[config.mk]
export PLATFORM = sky130hd
export DESIGN_NAME = burst_addr_gen
export DESIGN_NICKNAME = d
export VERILOG_FILES = /design/src/rtl/burst_seq_pkg.sv /design/src/rtl/burst_seq_ctl.sv /design/src/rtl/burst_seq_dp.sv /design/src/rtl/burst_addr_gen.sv
export SDC_FILE = /design/constraint.sdc
export NUM_CORES = 1
export LEC_CHECK = 0
export BUFFER_PORTS_ARGS = -buffer_cell sky130_fd_sc_hd__buf_4
export CAP_MARGIN = 30
export CELL_PAD_IN_SITES_DETAIL_PLACEMENT = 1
export CELL_PAD_IN_SITES_GLOBAL_PLACEMENT = 2
export CORE_UTILIZATION = 29
export DETAILED_ROUTE_END_ITERATION = 10
export MAX_ROUTING_LAYER = met4
export PLACE_DENSITY = 0.73
export SETUP_SLACK_MARGIN = 0.3
export SYNTH_ARGS = -nofsm -noshare
export SYNTH_HDL_FRONTEND = slang
export SYNTH_HIERARCHICAL = 1
export SYNTH_SLANG_ARGS = --single-unit
[constraint.sdc]
create_clock -name clk -period 1.39 [get_ports clk]
set_input_delay 0.278 -clock clk [delete_from_list [all_inputs] [get_ports clk]]
set_output_delay 0.278 -clock clk [all_outputs]
set_load 0.05 [all_outputs]
[src/rtl/burst_seq_pkg.sv]
package burst_seq_pkg;
  // Command from control to datapath; load and step are mutually exclusive.
  typedef struct packed {
    logic load;
    logic step;
  } seqCmd_t;
endpackage

[src/rtl/burst_seq_ctl.sv]
module burst_seq_ctl
  import burst_seq_pkg::*;
(
  input  logic    strobeCpu,
  input  logic    strobeCtl,
  input  logic    advance,
  output seqCmd_t cmd
);
  logic anyStrobe;

  assign anyStrobe = strobeCpu | strobeCtl;

  // A strobe outranks advance in the same cycle.
  always_comb begin
    cmd.load = anyStrobe;
    cmd.step = advance & ~anyStrobe;
  end
endmodule

[src/rtl/burst_seq_dp.sv]
module burst_seq_dp
  import burst_seq_pkg::*;
#(
  parameter int ADDR_W = 15,
  parameter int CNT_W  = 2
) (
  input  logic              clk,
  input  logic              rstN,
  input  seqCmd_t           cmd,
  input  logic [ADDR_W-1:0] addrIn,
  input  logic              modeInterleave,
  output logic [ADDR_W-1:0] addrOut
);
  localparam int HI_W = ADDR_W - CNT_W;

  logic [ADDR_W-1:0] baseQ;
  logic [CNT_W-1:0]  cntQ;
  logic [CNT_W-1:0]  linSum;
  logic [CNT_W-1:0]  lowSeq;

  always_ff @(posedge clk or negedge rstN) begin
    if (!rstN) begin
      baseQ <= '0;
      cntQ  <= '0;
    end else if (cmd.load) begin
      baseQ <= addrIn;
      cntQ  <= '0;
    end else if (cmd.step) begin
      cntQ  <= cntQ + 1'b1;
    end
  end

  assign linSum = baseQ[CNT_W-1:0] + cntQ;

  // Per-bit selection between linear and interleaved ordering.
  for (genvar b = 0; b < CNT_W; b++) begin : g_lane
    assign lowSeq[b] = modeInterleave ? (baseQ[b] ^ cntQ[b]) : linSum[b];
  end

  if (HI_W > 0) begin : g_upper
    assign addrOut = {baseQ[ADDR_W-1:CNT_W], lowSeq};
  end else begin : g_noUpper
    assign addrOut = lowSeq;
  end
endmodule

[src/rtl/burst_addr_gen.sv]
module burst_addr_gen
  import burst_seq_pkg::*;
#(
  parameter int ADDR_W = 15,
  parameter int CNT_W  = 2
) (
  input  logic              clk,
  input  logic              rstN,
  input  logic [ADDR_W-1:0] addrIn,
  input  logic              strobeCpu,
  input  logic              strobeCtl,
  input  logic              advance,
  input  logic              modeInterleave,
  output logic [ADDR_W-1:0] addrOut
);
  seqCmd_t seqCmd;

  burst_seq_ctl u_ctl (
    .strobeCpu (strobeCpu),
    .strobeCtl (strobeCtl),
    .advance   (advance),
    .cmd       (seqCmd)
  );

  burst_seq_dp #(.ADDR_W(ADDR_W), .CNT_W(CNT_W)) u_dp (
    .clk            (clk),
    .rstN           (rstN),
    .cmd            (seqCmd),
    .addrIn         (addrIn),
    .modeInterleave (modeInterleave),
    .addrOut        (addrOut)
  );
endmodule

After elaboration in Yosys (flattened, before gate mapping)
Cells that the tools add are included.

Bits in registers: 17. Input bits: 21. Output and inout port bits: 15. Logic and storage cells: 14.

Add/subtract/negate cells: 2. Mux-type cells: 4. Bitwise gates (word level): 5. Reductions and logical operators: 1.

Operators by type and width (number): $mux W2 (2); $add A2 B1 Y2 const B (1); $add A2 B2 Y2 (1); $mux W1 (2); $reduce_bool A2 Y1 (1); $xor A1 B1 Y1 (2); $and A1 B1 Y1 (1); $not A1 Y1 (1); $or A1 B1 Y1 (1).

Logic depth before layout (Yosys ltp)
Depth after elaboration: 5. Mapped depth: 5. Mapped depth without buffers: 3.

Cells and area by module
The synthesis kept the hierarchy.

Modules (own cells, without submodules): burst_seq_dp (instances 1, cells each 56, area an instance 824.5 um^2, seq. area each 425.4 um^2); burst_seq_ctl (instances 1, cells each 3, area an instance 21.3 um^2, seq. area each 0.0 um^2).

Least setup slack after synthesis
OpenSTA, ideal clock, no wires.

Path type: reg2out. From: register u_dp.cntQ[0]. To: output addrOut[1]. Data arrival time: 1.516 ns. Data required time: 1.112 ns. Setup slack: -0.404 ns. Stages on the path, launching flop included: 4. Buffers on the path: 0. Path through: dfrtp_1 -> ha_1 -> nor2b_1 -> xnor2_1.

Longest elaborated chain between the ends: 2.

RTL lines: from (decl) (line burst_seq_dp.sv:17) `logic [CNT_W-1:0] cntQ;`; from (signal assigned) (line burst_seq_dp.sv:29) `cntQ <= cntQ + 1'b1;`; $add A2 B2 Y2 (line burst_seq_dp.sv:33) `assign linSum = baseQ[CNT_W-1:0] + cntQ;`; $mux W1 (line burst_seq_dp.sv:37) `assign lowSeq[b] = modeInterleave ? (baseQ[b] ^ cntQ[b]) : linSum[b];`; to (decl) (line burst_addr_gen.sv:14) `output logic [ADDR_W-1:0] addrOut`.

No other way between the ends.

Final worst setup path
From: register u_dp.cntQ[1]. To: output addrOut[1].

Longest elaborated chain between the ends: 2. Elaborated cells on any way between the ends: 3. Those cells by class: 1 x add/sub; 1 x mux; 1 x bitwise.

RTL lines (line): $add A2 B2 Y2 or $xor A1 B1 Y1 (tied branches) (burst_seq_dp.sv:33, burst_seq_dp.sv:37); $mux W1 (*) (burst_seq_dp.sv:37).

Every way passes the cells marked *; elsewhere a longest branch is shown, timed or not.

==> impl_metrics.env <==
export IMPL_core_sq_um=2760
export IMPL_syn_inst=59
export IMPL_grt_overflow=0
export IMPL_fin_ws_ps=-183
export IMPL_synth_top_area_frac=0.503
export IMPL_clock_sinks=17
export IMPL_synth_top_flop_cell="dfrtp_1"
export IMPL_p_leak_nw=0.611
export IMPL_seq_area_frac_synth=0.503
export IMPL_drive_gt1_frac=0.732
export IMPL_numPortBuffers=35
export IMPL_p_per_area_nw_per_um2=995
export IMPL_grt_max_degree=18
export IMPL_placed_cells=111
export IMPL_crit_fanout=3
export IMPL_worst_path_max_delay_cell="dfrtp_1"
export IMPL_synth_top_cells_by_area="dfrtp_1 50%, mux2_4 14%, buf_4 12%"
export IMPL_drc=0
export IMPL_drt_initial_drc_count=0
export IMPL_syn_to_final_growth_pct=47.8
export IMPL_fin_skew_ps=0.352
export IMPL_grt_usage=0.117
export IMPL_syn_area_sq_um=846
export IMPL_hpwl_microns=1090
export IMPL_worst_path_buf_inv=2
export IMPL_ys_types=15
export IMPL_crit_arrival_ps=1300
export IMPL_initial_core_util=0.307
export IMPL_vias_per_cell=4.44
export IMPL_hold_depth=2
export IMPL_internal_power_uw=852
export IMPL_final_core_util=0.453
export IMPL_hold_slack_ps=206
export IMPL_period_needed_ps=1570
export IMPL_antenna_cells=0
export IMPL_clkPwrFrac=0.215
export IMPL_rr_worst_depth=3
export IMPL_cap_violations=0
export IMPL_final_hold_viol_count=0
export IMPL_synth_edf_count=0
export IMPL_hold_path_class="primary input to register"
export IMPL_synth_most_common_cell="dfrtp_1"
export IMPL_max_freq_mhz=636
export IMPL_rows=19
export IMPL_fin_nets=120
export IMPL_critical_path_top_delay_family="flip-flops"
export IMPL_syn_nets=81
export IMPL_die_width_microns=56.0
export IMPL_dr_pass1_iters=1
export IMPL_cts_buffer_depth=2
export IMPL_p_seq_frac=0.449
export IMPL_failed_checks="negative setup slack"
export IMPL_tightest_slew_ps=453
export IMPL_fin_tns_setup_ps=-233
export IMPL_setup_viol=2
export IMPL_fin_cells=128
export IMPL_grt_pass1_vias=605
export IMPL_swShare=0.316
export IMPL_synth_warnings=6
export IMPL_io_pins=36
export IMPL_async_reset_ff_frac=1.00
export IMPL_cts_tree="yes"
export IMPL_design_die_area_sq_um=3140
export IMPL_antenna_found_initial=0
export IMPL_grt_setup_unrepaired="true"
export IMPL_ys_ff_latch=17
export IMPL_clkSlewWorstSetupHoldPaths_ps=100
export IMPL_wl_per_cell_microns=13.1
export IMPL_ant_nets=0
export IMPL_crit_chain="xnor2_1 -> buf_4 -> xnor2_4 -> buf_6"
export IMPL_ir_drop_mv=0.587
export IMPL_cp_required_ps=1110
export IMPL_combPwrFrac=0.337
export IMPL_drt_total_wl_microns=1680
export IMPL_grt_pass1_wl_microns=2670
export IMPL_htreeDepth=1
export IMPL_cts_root_buf="clkbuf_4"
export IMPL_clk_insertion_delay_late_ps=280
export IMPL_slew_violations=0
export IMPL_synthTopCellsByCount="17 x dfrtp_1, 14 x buf_4, 8 x mux2_4"
export IMPL_vias=568
export IMPL_switchingPower_uw=393
export IMPL_cp_slowest_stage_delay_ps=410
export IMPL_outcome="complete, but fails checks"
export IMPL_timing_final_crit_share=1.13
export IMPL_start_kind="register"
export IMPL_routabilityCongestion=0.581
export IMPL_path_depth=4
export IMPL_die_h_microns=56.0
export IMPL_numCtsBuffers=3
export IMPL_endpoint_kind="primary output"
export IMPL_crit_type="register to primary output"
export IMPL_yosys_area_top_type="dfrtp_1"
export IMPL_synth_area_per_cell_sq_um=14.3
export IMPL_slew_headroom=0.698
==> routing by layer <==
metal | up-vias | global-route usage | part of all wire
met5 | - | - | 0
met4 | 0 | 0.0627 | 0.015
met3 | 4 | 0.0209 | 0.059
met2 | 25 | 0.189 | 0.52
met1 | 277 | 0.138 | 0.41
li1 | 262 | - | -
==> layout by cell type (no fill, tap or decap) <==
master,count
nor3b_1,1
dlygate4sd3_1,1
nand3b_1,1
a21oi_1,1
buf_6,15
mux2_4,8
a21bo_2,1
nor2_1,1
ha_2,1
buf_12,1
xnor2_1,2
clkbuf_4,3
nor2b_4,1
buf_4,33
or2_1,1
clkbuf_1,1
xnor2_4,1
mux2_2,7
dfrtp_1,17
==> final cells by class <==
cell class	instances	area, sq um
flip-flops and latches	17	425
repair buffers	50	447
multi-input cells	26	313
well taps	31	38.8
clock buffers	4	26.3
fillers	296	1510
==> path summary, 6_finish.rpt <==
path	from	endpoint	slack, ps
hold / removal	addrIn[9]	u_dp/baseQ[9]$_DFFE_PN0P_	210
max in group asynchronous	rstN	u_dp/cntQ[0]$_DFFE_PN0P_	810
hold reg to reg	u_dp/baseQ[10]$_DFFE_PN0P_	u_dp/baseQ[10]$_DFFE_PN0P_	540
setup / recovery	u_dp/cntQ[1]$_DFFE_PN0P_	addrOut[1]	-180
setup reg to reg	u_dp/baseQ[5]$_DFFE_PN0P_	u_dp/baseQ[5]$_DFFE_PN0P_	370
min in group asynchronous	rstN	u_dp/baseQ[5]$_DFFE_PN0P_	380
==> power by group through the flow <==
stage                     clock [mW]  combinational [mW]  sequential [mW]
after floorplan                    0               0.281            0.557
after global placement             0               0.349            0.561
after detailed placement           0               0.353            0.564
after CTS                      0.281               0.404            0.558
after global routing           0.308               0.438            0.563
final                          0.267               0.419            0.558
==> logic make-up after synthesis <==
group | after synthesis | share of synthesized area
multiplexers | 15 | 0.235
adder cells (fa/ha/maj) | 1 | 0.0148
XOR/XNOR | 3 | 0.0311
buffers and inverters | 16 | 0.161
AND/OR/NAND/NOR | 5 | 0.0370
AO/OA/AOI/OAI | 2 | 0.0177
flip-flops | 17 | 0.503
==> timing repair <==
action | in CTS | in global routing
endpoints found under the hold margin | 17 | 0
setup endpoints to repair | 15 | 15
gates resized for setup | 15 | 0
setup buffers | 7 | 5
hold buffers | 1 | 0
pin swaps | 3 | 0
==> sequential cells by signal, summed over array words and instances, names as in the netlist <==
| register | count |
|---|---|
| u_dp/baseQ | 15 |
| u_dp/cntQ | 2 |
==> metrics by stage <==
stage | worst slack (ps) | total power, mW | area [sq um]
detailed placement | 21.6 | 0.917 | 1070
finish | -183 | 1.24 | 1250
floorplan | 59.0 | 0.838 | 875
CTS | -201 | 1.24 | 1210
global placement | 44.0 | 0.910 | 1070
global route | -253 | 1.31 | 1250
No activity file was read; power rests on OpenSTA's default activity.
